File: src/rtl/brk_pkg.sv
package brk_pkg;
  localparam int unsigned BRK_ROWS = 6;
  localparam int unsigned BRK_COLS = 10;

  typedef enum logic [1:0] {
    WR_KEEP  = 2'd0,
    WR_HIDE  = 2'd1,
    WR_LOAD  = 2'd2,
    WR_CLEAR = 2'd3
  } wr_src_e;
endpackage

File: src/rtl/brk_raster.sv
module brk_raster #(
  parameter int unsigned COLS      = 10,
  parameter int unsigned ROWS      = 6,
  parameter int unsigned MID_COL   = 4,
  parameter int unsigned WALL_TOP  = 4,
  parameter int unsigned ROW_LINES = 2,
  parameter int unsigned LINE_W    = 9,
  localparam int unsigned COL_W    = $clog2(COLS),
  localparam int unsigned ROW_W    = $clog2(ROWS)
) (
  input  logic             clk,
  input  logic             rst_n,
  input  logic             step,
  input  logic             line_stb,
  input  logic             frame_stb,
  output logic [COL_W-1:0] col_o,
  output logic [ROW_W-1:0] row_o,
  output logic             in_wall_o,
  output logic             at_hidden_o,
  output logic             at_mid_o
);
  localparam int unsigned WALL_END = WALL_TOP + ROWS * ROW_LINES;

  logic [LINE_W-1:0] line_q;
  logic [COL_W-1:0]  col_q;
  logic [LINE_W-1:0] rel_line;

  always_ff @(posedge clk) begin
    if (!rst_n) begin
      line_q <= '0;
      col_q  <= '0;
    end else if (frame_stb) begin
      line_q <= '0;
      col_q  <= '0;
    end else if (line_stb) begin
      if (line_q != {LINE_W{1'b1}}) line_q <= line_q + 1'b1;
      col_q <= '0;
    end else if (step) begin
      col_q <= (col_q == COL_W'(COLS - 1)) ? '0 : col_q + 1'b1;
    end
  end

  assign rel_line    = line_q - LINE_W'(WALL_TOP);
  assign in_wall_o   = (line_q >= LINE_W'(WALL_TOP)) && (line_q < LINE_W'(WALL_END));
  assign row_o       = ROW_W'(rel_line / LINE_W'(ROW_LINES));
  assign col_o       = col_q;
  assign at_hidden_o = (col_q == COL_W'(COLS - 1));
  assign at_mid_o    = (col_q == COL_W'(MID_COL));

  AST_COL_RANGE: assert property (@(posedge clk) disable iff (!rst_n)
    col_q <= COL_W'(COLS - 1)) else $error("column out of range");
  AST_COL_HOLD: assert property (@(posedge clk) disable iff (!rst_n)
    (!step && !line_stb && !frame_stb) |=> $stable(col_q)) else $error("column moved");
endmodule

File: src/rtl/brk_row.sv
module brk_row
  import brk_pkg::*;
#(
  parameter int unsigned COLS = 10
) (
  input  logic clk,
  input  logic rst_n,
  input  logic step,
  input  logic active,
  input  logic at_hidden,
  input  logic at_mid,
  input  logic load,
  input  logic mid_fill,
  input  logic clr,
  output logic bit_o
);
  logic [COLS-1:0] sr_q;
  wr_src_e         src;
  logic            new_bit;

  always_comb begin
    if (at_hidden)            src = WR_HIDE;
    else if (active && load)  src = WR_LOAD;
    else if (active && clr)   src = WR_CLEAR;
    else                      src = WR_KEEP;
  end

  always_comb begin
    case (src)
      WR_HIDE:  new_bit = 1'b0;
      WR_LOAD:  new_bit = at_mid ? mid_fill : 1'b1;
      WR_CLEAR: new_bit = 1'b0;
      default:  new_bit = sr_q[0];
    endcase
  end

  always_ff @(posedge clk) begin
    if (!rst_n)    sr_q <= '0;
    else if (step) sr_q <= {new_bit, sr_q[COLS-1:1]};
  end

  assign bit_o = sr_q[0];

  AST_HIDDEN_EMPTY: assert property (@(posedge clk) disable iff (!rst_n)
    (step && at_hidden) |=> !sr_q[COLS-1]) else $error("hidden set");
  AST_LOAD_FULL: assert property (@(posedge clk) disable iff (!rst_n)
    (step && active && load && !at_hidden && !at_mid) |=> sr_q[COLS-1]) else $error("load");
  AST_MID_MODE: assert property (@(posedge clk) disable iff (!rst_n)
    (step && active && load && at_mid && !at_hidden) |=> (sr_q[COLS-1] == $past(mid_fill)))
    else $error("mid");
  AST_ROW_HOLD: assert property (@(posedge clk) disable iff (!rst_n)
    !step |=> $stable(sr_q)) else $error("row moved");
endmodule

File: src/rtl/brk_wall.sv
module brk_wall
  import brk_pkg::*;
#(
  parameter int unsigned ROWS      = BRK_ROWS,
  parameter int unsigned COLS      = BRK_COLS,
  parameter int unsigned MID_COL   = 4,
  parameter int unsigned WALL_TOP  = 4,
  parameter int unsigned ROW_LINES = 2,
  parameter int unsigned LINE_W    = 9
) (
  input  logic clk,
  input  logic rst_n,
  input  logic pix_en,
  input  logic col_step,
  input  logic line_strobe,
  input  logic frame_strobe,
  input  logic ball_hit,
  input  logic wall_reset,
  input  logic mid_fill,
  output logic brick_vid,
  output logic hit_flag
);
  localparam int unsigned COL_W = $clog2(COLS);
  localparam int unsigned ROW_W = $clog2(ROWS);

  logic             step, line_stb, frame_stb, hit_now, hit_pend_q, hit_q;
  logic [COL_W-1:0] col;
  logic [ROW_W-1:0] row;
  logic             in_wall, at_hidden, at_mid, load;
  logic [ROWS-1:0]  row_bits;

  assign step      = pix_en && col_step;
  assign line_stb  = pix_en && line_strobe;
  assign frame_stb = pix_en && frame_strobe;
  assign load      = wall_reset && in_wall;

  brk_raster #(
    .COLS(COLS), .ROWS(ROWS), .MID_COL(MID_COL), .WALL_TOP(WALL_TOP),
    .ROW_LINES(ROW_LINES), .LINE_W(LINE_W)
  ) u_raster (
    .clk(clk), .rst_n(rst_n), .step(step), .line_stb(line_stb), .frame_stb(frame_stb),
    .col_o(col), .row_o(row), .in_wall_o(in_wall), .at_hidden_o(at_hidden), .at_mid_o(at_mid)
  );

  for (genvar r = 0; r < ROWS; r++) begin : g_row
    brk_row #(.COLS(COLS)) u_row (
      .clk(clk), .rst_n(rst_n), .step(step),
      .active(in_wall && (row == ROW_W'(r))),
      .at_hidden(at_hidden), .at_mid(at_mid), .load(load), .mid_fill(mid_fill),
      .clr(hit_pend_q || hit_now), .bit_o(row_bits[r])
    );
  end

  assign brick_vid = in_wall && !at_hidden && row_bits[row];
  assign hit_now   = pix_en && ball_hit && brick_vid;

  always_ff @(posedge clk) begin
    if (!rst_n) begin
      hit_pend_q <= 1'b0;
      hit_q      <= 1'b0;
    end else begin
      hit_q <= hit_now;
      if (step || line_stb || frame_stb) hit_pend_q <= 1'b0;
      else if (hit_now)                  hit_pend_q <= 1'b1;
    end
  end

  assign hit_flag = hit_q;

  AST_HIT_IN_WALL: assert property (@(posedge clk) disable iff (!rst_n)
    hit_flag |-> $past(in_wall && ball_hit)) else $error("stray hit");
  AST_HIT_NOT_HIDDEN: assert property (@(posedge clk) disable iff (!rst_n)
    hit_flag |-> !$past(at_hidden)) else $error("hidden hit");
endmodule

File: config.mk
export PLATFORM = sky130hd
export DESIGN_NAME = brk_wall
export DESIGN_NICKNAME = d
export VERILOG_FILES = /design/src/rtl/brk_pkg.sv /design/src/rtl/brk_raster.sv /design/src/rtl/brk_row.sv /design/src/rtl/brk_wall.sv
export SDC_FILE = /design/constraint.sdc
export NUM_CORES = 1
export LEC_CHECK = 0
export BUFFER_PORTS_ARGS = -buffer_cell sky130_fd_sc_hd__buf_4
export CORE_MARGIN = 2
export CORE_UTILIZATION = 60
export DETAILED_ROUTE_END_ITERATION = 8
export PLACE_DENSITY = 0.77
export SYNTH_ARGS = -nofsm -noshare
export SYNTH_HDL_FRONTEND = slang
export SYNTH_HIERARCHICAL = 1
export SYNTH_SLANG_ARGS = --single-unit
File: constraint.sdc
create_clock -name clk -period 3.2 [get_ports clk]
set_input_delay 0.64 -clock clk [delete_from_list [all_inputs] [get_ports clk]]
set_output_delay 0.64 -clock clk [all_outputs]
set_load 0.005 [all_outputs]
# [After elaboration in Yosys (flattened, before gate mapping)]
# Index checks and enable logic that the tools add are counted.
[totals] reg_bits=75 latchBits=0 out_inout_bits=2 mem_bits_ro=0 mem_count=0 mem_bits_rw=0
[op_classes] magnitude_cmp=3 n_eq_ne=26 n_mul=0 div_mod_pow=0 muxes=28 n_bitwise=1 shifts=0 n_reduce_logical=42 add_sub_neg=3
[ops] operator="$mux W2" n=18
[ops] operator="$logic_and A1 B1 Y1" n=27
[ops] operator="$eq A2 B2 Y1 const B" n=12
[ops] operator="$reduce_or A2 Y1" n=8
[ops] operator="$eq A2 B1 Y1 const B" n=6
[ops] operator="$pmux W1 S2" n=6
[ops] operator="$add A9 B1 Y9 const B" n=1
[ops] operator="$ge A9 B3 Y1 const B" n=1
[ops] operator="$lt A9 B5 Y1 const B" n=1
[ops] operator="$ne A9 B9 Y1 const B" n=1
[ops] operator="$eq A3 B2 Y1 const B" n=2
[ops] operator="$eq A3 B3 Y1 const B" n=2
[ops] operator="$add A4 B1 Y4 const B" n=1
[ops] operator="$eq A4 B3 Y1 const B" n=1
[ops] operator="$eq A4 B4 Y1 const B" n=1
[ops] operator="$lt A3 B4 Y1 const B" n=1
[ops] operator="$mux W4" n=1
[ops] operator="$sub A4 B3 Y4 const B" n=1
[ops] operator="$bmux W1 S3" n=1
[ops] operator="$eq A3 B1 Y1 const B" n=1
[ops] operator="$logic_not A3 Y1" n=1
[ops] operator="$logic_or A1 B1 Y1" n=3
[ops] operator="$reduce_or A3 Y1" n=1
[ops] operator="$mux W1" n=2
[ops] operator="other kinds (3)" n=3

# [Longest topological paths before layout]
# Gate-level depths: netlist of run 1.
[logic_depth] depth_word=13 mapped_depth=11 ltp_nobuf=11

# [Hierarchy]
# The synthesis of run 1 kept the hierarchy.
[modules_own_cells] mod="brk_row" cells_per_inst=36 area_each_um2=402.9 n_inst=6
[modules_own_cells] mod="brk_raster" cells_per_inst=78 area_each_um2=693.2 n_inst=1
[modules_own_cells] mod="brk_wall" cells_per_inst=31 area_each_um2=264.0 n_inst=1

# [Least setup slack after synthesis of run 1]
# Ideal clock, no wire load.
[synth_timing] kind="reg-to-reg" from="register u_raster.line_q[4]" to="register g_row[2].u_row.sr_q[9]" stages_incl_launch_ff=10 t_arrival_ns=2.381 required_time_ns=3.080 setup_ns=0.120 setup_slack_ns=0.699 period_less_slack_ns=2.501 cell_sequence="dfxtp_1 -> or4_1 -> nor3_1 -> or3b_1 -> o22ai_2 -> o311ai_2 -> o21bai_1 -> nand2_1 -> a22oi_1 -> o21ai_1"
[synth_via] elab_chain_cells=13 word_cells_on_any_way=19 classes_between="2 x order compare; 3 x eq/ne; 4 x mux; 10 x reduce/logical"
[synth_rtl] element="start, declared" line="brk_raster.sv:24" rtl="logic [LINE_W-1:0] line_q;"
[synth_rtl] element="start signal, assigned" line="brk_raster.sv:36" rtl="if (line_q != {LINE_W{1'b1}}) line_q <= line_q + 1'b1;"
[synth_rtl] element="$ge A9 B3 Y1 or $lt A9 B5 Y1 (tied branches)" line="brk_raster.sv:44" rtl="assign in_wall_o = (line_q >= LINE_W'(WALL_TOP)) && (line_q < LINE_W'(WALL_END));"
[synth_rtl] element="$logic_and A1 B1 Y1 *" line="brk_raster.sv:44"
[synth_rtl] element="via in_wall" line="brk_wall.sv:29" rtl="logic in_wall, at_hidden, at_mid, load;"
[synth_rtl] element="$logic_and A1 B1 Y1 (2 in a row)" line="brk_wall.sv:54" rtl="assign brick_vid = in_wall && !at_hidden && row_bits[row];"
[synth_rtl] element="$logic_and A1 B1 Y1" line="brk_wall.sv:55" rtl="assign hit_now = pix_en && ball_hit && brick_vid;"
[synth_rtl] element="$logic_or A1 B1 Y1" line="brk_wall.sv:50" rtl=".clr(hit_pend_q || hit_now), .bit_o(row_bits[r])"
[synth_rtl] element="$logic_and A1 B1 Y1" line="brk_row.sv:24" rtl="else if (active && clr) src = WR_CLEAR;"
[synth_rtl] element="$mux W2" line="brk_row.sv:24"
[synth_rtl] element="$mux W2 *" line="brk_row.sv:23" rtl="else if (active && load) src = WR_LOAD;"
[synth_rtl] element="$mux W2 *" line="brk_row.sv:22" rtl="if (at_hidden) src = WR_HIDE;"
[synth_rtl] element="$eq A2 B1 Y1 or $eq A2 B2 Y1 (tied branches)" line="brk_row.sv:29" rtl="case (src)"
[synth_rtl] element="$reduce_or A2 Y1 (no source line)"
[synth_rtl] element="$pmux W1 S2 *" line="brk_row.sv:29"
[synth_rtl] element="end signal, assigned" line="brk_row.sv:39" rtl="else if (step) sr_q <= {new_bit, sr_q[COLS-1:1]};"
[synth_rtl] element="end, declared" line="brk_row.sv:17" rtl="logic [COLS-1:0] sr_q;"
# The timed path passes the listed nets; every way through them passes the cells marked *.
# A chain may end at the register's enable or synchronous reset.

# [Final worst setup path of run 1]
[layout_timing] from="register u_raster.line_q[4]" to="output brick_vid"
[layout_via] elab_chain_cells=4 word_cells_on_any_way=5 classes_between="2 x order compare; 3 x reduce/logical"
[layout_rtl] element="$ge A9 B3 Y1 or $lt A9 B5 Y1 (tied branches)" line="brk_raster.sv:44"
[layout_rtl] element="$logic_and A1 B1 Y1 *" line="brk_raster.sv:44"
[layout_rtl] element="via in_wall" line="brk_wall.sv:29"
[layout_rtl] element="$logic_and A1 B1 Y1 * (2 in a row)" line="brk_wall.sv:54"
[layout_rtl] element="end, declared" line="brk_wall.sv:20" rtl="output logic brick_vid,"
# Marks and branches as above.

==> results of run 1 <==
kinds of logic (layout without fill, tap and decap cells):
kind of cell,Yosys count,in the layout,synth area share [%]
AO/OA/AOI/OAI,31,31,5.97
XOR/XNOR,4,4,1.04
adder cells (fa/ha/maj),5,5,1.85
buffers and inverters,22,33,4.15
flip-flops,75,75,44.5
multiplexers,59,59,17.5
AND/OR/NAND/NOR,129,129,25.0
path summary, 6_finish.rpt:
| kind | startpoint | endpoint | slack (ns) | cells past startpoint |
|---|---|---|---|---|
| max | u_raster/line_q[4] | brick_vid | 0.17 | 7 |
| min | hit_pend_q | hit_pend_q | 0.45 | 2 |
| max reg2reg | u_raster/line_q[4] | g_row[0].u_row/sr_q[9] | 0.40 | 9 |
| min reg2reg | hit_pend_q | hit_pend_q | 0.45 | 2 |
where the power goes:
part	switching, mW	internal [mW]	leakage [nW]
clock	0.366	0.526	0.126
combinational	0.0446	0.0397	0.573
sequential	0.00210	0.934	0.604
total	0.413	1.50	1.30
tightest hold or removal path, cell delays in order, from the launching register on:
cell	delay, ns
sky130_fd_sc_hd__dfxtp_1	0.32
sky130_fd_sc_hd__nand2_1	0.05
sky130_fd_sc_hd__o21ai_1	0.05
flip-flops by register name, summed over array words and instances, names as in the netlist:
name              flops
g_row.u_row/sr_q     60
hit_flag              1
hit_pend_q            1
u_raster/col_o        4
u_raster/line_q       9
placed cells by master (no fill, tap or decap), drive strengths merged, types with 3 or more instances in the layout:
cell type / instances
dfxtp: 75
mux2i: 58
nor2b: 56
nand2: 13
nand4b: 13
o21ai: 13
buf: 12
clkbuf: 9
nand3b: 8
inv: 7
nor2: 6
a22oi: 6
a21oi: 5
ha: 5
or3: 5
nand3: 4
and2: 4
nor3: 4
nand2b: 3
nor3b: 3
bufinv: 3
a211oi: 3
xnor2: 3
and4b: 3
final cells by class:
type / instances / area (um2)
fill: 449 / 1780
clock inverter: 7 / 124
clock buffer: 9 / 124
sequential: 75 / 1500
tap: 72 / 90.1
timing repair buffer: 12 / 90.1
multi-input combinational: 228 / 1750
inverter: 5 / 18.8
per-stage QoR:
stage | cell area (um2) | total power [mW] | instances | util (%)
after floorplan | 3370 | 1.03 | 325 | -
after global placement | 3440 | 1.04 | 392 | 62.8
after detailed placement | 3440 | 1.04 | 392 | 62.8
after CTS | 3680 | 1.93 | 408 | 67.3
after global routing | 3690 | 1.98 | 408 | 67.5
final | 3690 | 1.91 | 408 | 67.5
routing by layer:
layer	track usage (%)	up-vias	wire [um]
met5	0	-	0
met2	29.6	28	2410
li1	-	1155	-
met1	25.1	1011	2820
met3	4.32	10	195
met4	11.7	0	132
==> metrics.txt, run 1 <==
result of the run=completed; Relative slew margins=45.2%; placer congestion estimate=0.764; antenna-violating nets left=0; overall fraction of global-route tracks in use=19.4%; max_cap viols=0; path class of the lowest-slack min-delay path=reg2reg; number of nets in the synthesized netlist=339; final clock period utilization by the worst path=94.6%; hold violation total from the final report=0; Max VDD drop=393 uV; max incr delay on CP=0.59 ns; WL/cell=13.6 um; fraction of layout instances using a drive strength above 1=11.3%; DRC violations left=0; area share of the leading cell type in the synthesized netlist=44.5%; top cells by area in the synthesized netlist=sky130_fd_sc_hd__dfxtp_1 44%, sky130_fd_sc_hd__mux2i_1 17%, sky130_fd_sc_hd__nor2b_1 10%; count of final max-slew check failures=0; x dimension of the die=79.0 um; fraction of registers with async set/reset=0%; number of synthesis warnings=6; Inserted Clock Buffers=9; half-perimeter wire length after detailed placement=3.36 mm; most numerous cell in the Yosys netlist=sky130_fd_sc_hd__dfxtp_1; Primary FF master, synth=sky130_fd_sc_hd__dfxtp_1; number of antenna violations at the first check in global routing=0; ordered cell list for the critical path=or4_1 -> nor3_4 -> or3b_1 -> o22ai_2 -> o311ai_2 -> inv_1 -> buf_4; number of port buffers=10; total die area=6240 um2; source-to-sink clock delay at the later pin of the worst-skew pair=0.35 ns; Area Overhead vs Synth=9.49%; number of nets in the layout=345; CTS sink count=75; flop and latch count out of synthesis=75; EDFF count, synth=0; Pwr per Cell Area=518 nW/um2; post-cts sizing count=0; Std-Cell Rows=27; biggest area consumer among synthesized cells=sky130_fd_sc_hd__dfxtp_1; area of the placeable core=5470 um2; global-route wire length before repair=9.51 mm; number of global-route vias before repair=2083; Iteration-0 DRC Markers=105; worst hold-check slack=0.453 ns; largest fanout on the critical path=6; number of different library cells in the post-synthesis netlist=41; post-layout min period=3.03 ns; sum of routed wire length over all layers=5.55 mm; number of cells produced by synthesis=325; Via-to-Cell Ratio=5.40; leading post-synthesis cells by instance count=75 x sky130_fd_sc_hd__dfxtp_1, 58 x sky130_fd_sc_hd__mux2i_1, 56 x sky130_fd_sc_hd__nor2b_1; CTS root buffer=sky130_fd_sc_hd__clkbuf_8; CP Data Arrival Time=2.39 ns; hold buffers post-CTS=0; critical path endpoint category=output pin; Least-Margin Pin Slew=0.820 ns; TNS Setup=0 ns; Vert. Die Dim=79.0 um; Starting Density=61.7%; number of top-level pins=11; synthesized area=3370 um2; Slowest-stage cell, CP=sky130_fd_sc_hd__or4_1; critical path class=reg2out; number of setup violations in the final report=0; worst clock skew=0.0115 ns; remaining global-route overflow=0; via count=2204; setup slack of the critical path after layout=0.173 ns; CTS max path bufs=2; FMAX=0.330 GHz; per-instance average area after synthesis=10.4 um2; diodes inserted=0; proportion of synthesized chip area in sequential cells=44.5%; maximum number of pins on one net before global-route repair=70; Setup Buffers After CTS=0; nature of the critical path startpoint=register; WP buf/inv=2; Max H-tree Level=3; clock transition at the register clock pins on the worst setup and hold paths after CTS=0.09 ns; TritonCTS clock tree=yes; gate family responsible for the most delay along the worst path=simple AND/OR/NAND/NOR gates; unrepaired setup endpoints after global routing=no; first drt pass iteration count=4; Data required, critical path=2.56 ns; pre-CTS WS=0.287 ns; Leak Pwr=1.30 nW
Note: power is estimated with default switching activity, not from simulation.
==> inputs of run 2 (changes only) <==
--- a/config.mk
+++ b/config.mk
@@ -5,8 +5,8 @@
 export SDC_FILE = /design/constraint.sdc
 export NUM_CORES = 1
 export LEC_CHECK = 0
-export BUFFER_PORTS_ARGS = -buffer_cell sky130_fd_sc_hd__buf_4
-export CORE_MARGIN = 2
+export ABC_AREA = 1
+export BUFFER_PORTS_ARGS = -buffer_cell sky130_fd_sc_hd__buf_2
 export CORE_UTILIZATION = 60
 export DETAILED_ROUTE_END_ITERATION = 8
 export PLACE_DENSITY = 0.77
==> run 2 against run 1 <==
- core utilization shrank 1.6 points
- clock-buffer cell count grew 1
- critical path depth grew 2
- clock power shrank 11%
- die area shrank 3.9%
- hold slack gained 0.021 ns
- non-clock buffer count grew 1
- sequential power grew 7%
- routed wire length grew 6.8%
- power grew 1.1%
- maximum frequency grew 20%
- combinational power grew 65%
- critical path type unchanged
- largest power group unchanged
==> metrics.txt, run 2 <==
total die area=6000 um2; number of global-route vias before repair=2552; critical path class=reg2out; Std-Cell Rows=27; CTS max path bufs=2; Least-Margin Pin Slew=0.956 ns; most numerous cell in the Yosys netlist=sky130_fd_sc_hd__nor2_1; source-to-sink clock delay at the later pin of the worst-skew pair=0.35 ns; synthesized area=3420 um2; ordered cell list for the critical path=inv_1 -> ha_1 -> a21oi_1 -> a21oi_1 -> inv_1 -> nor2_1 -> nand2_1 -> a31oi_1 -> buf_2; Leak Pwr=1.70 nW; largest fanout on the critical path=10; diodes inserted=0; first drt pass iteration count=4; CP Data Arrival Time=1.89 ns; placer congestion estimate=0.860; DRC violations left=0; area of the placeable core=5510 um2; top cells by area in the synthesized netlist=sky130_fd_sc_hd__dfxtp_1 44%, sky130_fd_sc_hd__nor2_1 15%, sky130_fd_sc_hd__o21ai_0 8.5%; clock transition at the register clock pins on the worst setup and hold paths after CTS=0.08 ns; total design power=1.93 mW; power share of the clock group=40.9%; switching pwr=0.468 mW; critical path endpoint category=output pin; Inserted Clock Buffers=9; max incr delay on CP=0.51 ns; count of final max-slew check failures=0; Relative slew margins=35.7%; sum of routed wire length over all layers=5.93 mm; number of setup violations in the final report=0; most common library cell in the layout ignoring fill and taps=sky130_fd_sc_hd__nor2_1; xor and xnor fraction of the mapped netlist area=0%; path class of the lowest-slack min-delay path=reg2reg; nature of the critical path startpoint=register; via count=2779; TNS Setup=0 ns; final clock period utilization by the worst path=79.0%; register name with the most flops=g_row.u_row/sr_q; post-layout min period=2.53 ns; hold violation total from the final report=0; Starting Density=62.0%; per-instance average area after synthesis=7.27 um2; hold buffers post-CTS=0; switching portion of total power=24.2%; proportion of synthesized chip area in sequential cells=44.0%; leading post-synthesis cells by instance count=135 x sky130_fd_sc_hd__nor2_1, 75 x sky130_fd_sc_hd__dfxtp_1, 61 x sky130_fd_sc_hd__nand2_1; area share of the leading cell type in the synthesized netlist=44.0%; largest family of logic cells by synthesized area=simple AND/OR/NAND/NOR gates; final instance area=3630 um2; multiplexer share of the synthesized area=0%; number of antenna violations at the first check in global routing=0; x dimension of the die=77.5 um; max_cap viols=0; internal power=1.47 mW; Area Overhead vs Synth=6.26%; fraction of layout instances using a drive strength above 1=13.6%; WP buf/inv=3; remaining global-route overflow=0; FMAX=0.396 GHz; Iteration-0 DRC Markers=109; overall fraction of global-route tracks in use=22.3%; number of different library cells in the post-synthesis netlist=24; TritonCTS clock tree=yes; post-cts sizing count=0; post-synthesis adder-cell area fraction=1.83%; Max H-tree Level=3; Via-to-Cell Ratio=4.98; antenna-violating nets left=0; Primary FF master, synth=sky130_fd_sc_hd__dfxtp_1; Seq pwr share=51.9%; number of port buffers=10; number of nets in the synthesized netlist=484; number of flip-flops under the largest register name=60; CTS root buffer=sky130_fd_sc_hd__clkbuf_8; post-route core utilization=65.9%; number of cells produced by synthesis=470; number of nets in the layout=495; EDFF count, synth=0; portion of total power attributed to combinational logic=7.2%; share of the synthesized area in compound gates (AO/OA/AOI/OAI)=12.2%; WL/cell=10.6 um; maximum number of pins on one net before global-route repair=53; Pwr per Cell Area=533 nW/um2; dpl cell area=3410 um2; flop and latch count out of synthesis=75; biggest area consumer among synthesized cells=sky130_fd_sc_hd__dfxtp_1; CTS sink count=75; worst clock skew=0.0135 ns; Slowest-stage cell, CP=sky130_fd_sc_hd__dfxtp_1; gate family responsible for the most delay along the worst path=flip-flops; most used cells in the layout excluding fill and tap cells=135 x sky130_fd_sc_hd__nor2_1, 75 x sky130_fd_sc_hd__dfxtp_1, 61 x sky130_fd_sc_hd__nand2_1, 58 x sky130_fd_sc_hd__o21ai_0, 44 x sky130_fd_sc_hd__inv_1; number of synthesis warnings=6; half-perimeter wire length after detailed placement=3.92 mm; number of top-level pins=11; Vert. Die Dim=77.5 um; fraction of registers with async set/reset=0%; Data required, critical path=2.56 ns; setup slack of the critical path after layout=0.672 ns; Max VDD drop=346 uV; global-route wire length before repair=10.7 mm; pre-CTS WS=1.08 ns; unrepaired setup endpoints after global routing=no; Setup Buffers After CTS=0; result of the run=completed; simple logic cell fraction of the synthesized area=30.4%
==> run 2: worst paths after layout <==
kind	end	from	depth (start not counted)	slack, ns
setup / recovery	brick_vid	u_raster/line_q[1]	9	0.67
hold / removal	g_row[0].u_row/sr_q[9]	g_row[0].u_row/sr_q[9]	2	0.47
setup reg to reg	g_row[1].u_row/sr_q[9]	u_raster/line_q[1]	15	1.09
hold reg to reg	g_row[0].u_row/sr_q[9]	g_row[0].u_row/sr_q[9]	2	0.47
==> run 2: cell type report <==
cell class              count  area (um2)
clock buffers              10         128
clock inverters             6        88.8
fillers                   479        1880
inverters                  54         233
multi-input cells         328        1520
flip-flops and latches     75        1500
well taps                  72        90.1
repair buffers             13        72.6
==> run 2: worst register-to-register path, cell delays in order (launching register included) <==
cell	delay, ns
sky130_fd_sc_hd__dfxtp_1	0.51
sky130_fd_sc_hd__inv_1	0.11
sky130_fd_sc_hd__ha_1	0.21
sky130_fd_sc_hd__a21oi_1	0.17
sky130_fd_sc_hd__a21oi_1	0.13
sky130_fd_sc_hd__inv_1	0.11
sky130_fd_sc_hd__nor2_1	0.05
sky130_fd_sc_hd__nand2_1	0.10
sky130_fd_sc_hd__inv_1	0.05
sky130_fd_sc_hd__nand3_2	0.07
sky130_fd_sc_hd__nand2_1	0.14
sky130_fd_sc_hd__nand2_1	0.11
sky130_fd_sc_hd__nand2_1	0.05
sky130_fd_sc_hd__nand2_1	0.05
sky130_fd_sc_hd__nand3_1	0.08
sky130_fd_sc_hd__a21oi_2	0.12
==> run 2: kinds of logic after synthesis <==
| logic type | after synthesis |
|---|---|
| AND/OR/NAND/NOR | 246 |
| buffers and inverters | 67 |
| AO/OA/AOI/OAI | 77 |
| adder cells (fa/ha/maj) | 5 |
| flip-flops | 75 |
==> run 2: power groups by stage <==
stage	combinational, mW	sequential, mW	clock (mW)
2_1_floorplan	0.123	1.02	0
3_3_place_gp	0.134	1.02	0
3_5_place_dp	0.137	1.03	0
4_1_cts	0.139	1.00	0.810
5_1_grt	0.163	1.01	0.848
6_report	0.139	1.00	0.791
==> run 2: stage by stage <==
stage	instances	hold WS (ns)
floorplan	470	0.444
CTS	558	0.475
finish	558	0.474
global placement	542	0.456
detailed placement	542	0.461
global route	558	0.491
==> run 2: routing by layer <==
layer,track usage (%),wire length (um),vias up
li1,-,-,1499
met1,26.5,2860,1235
met2,37.2,2800,32
met3,4.59,134,13
met4,13.0,135,0
met5,0,0,-
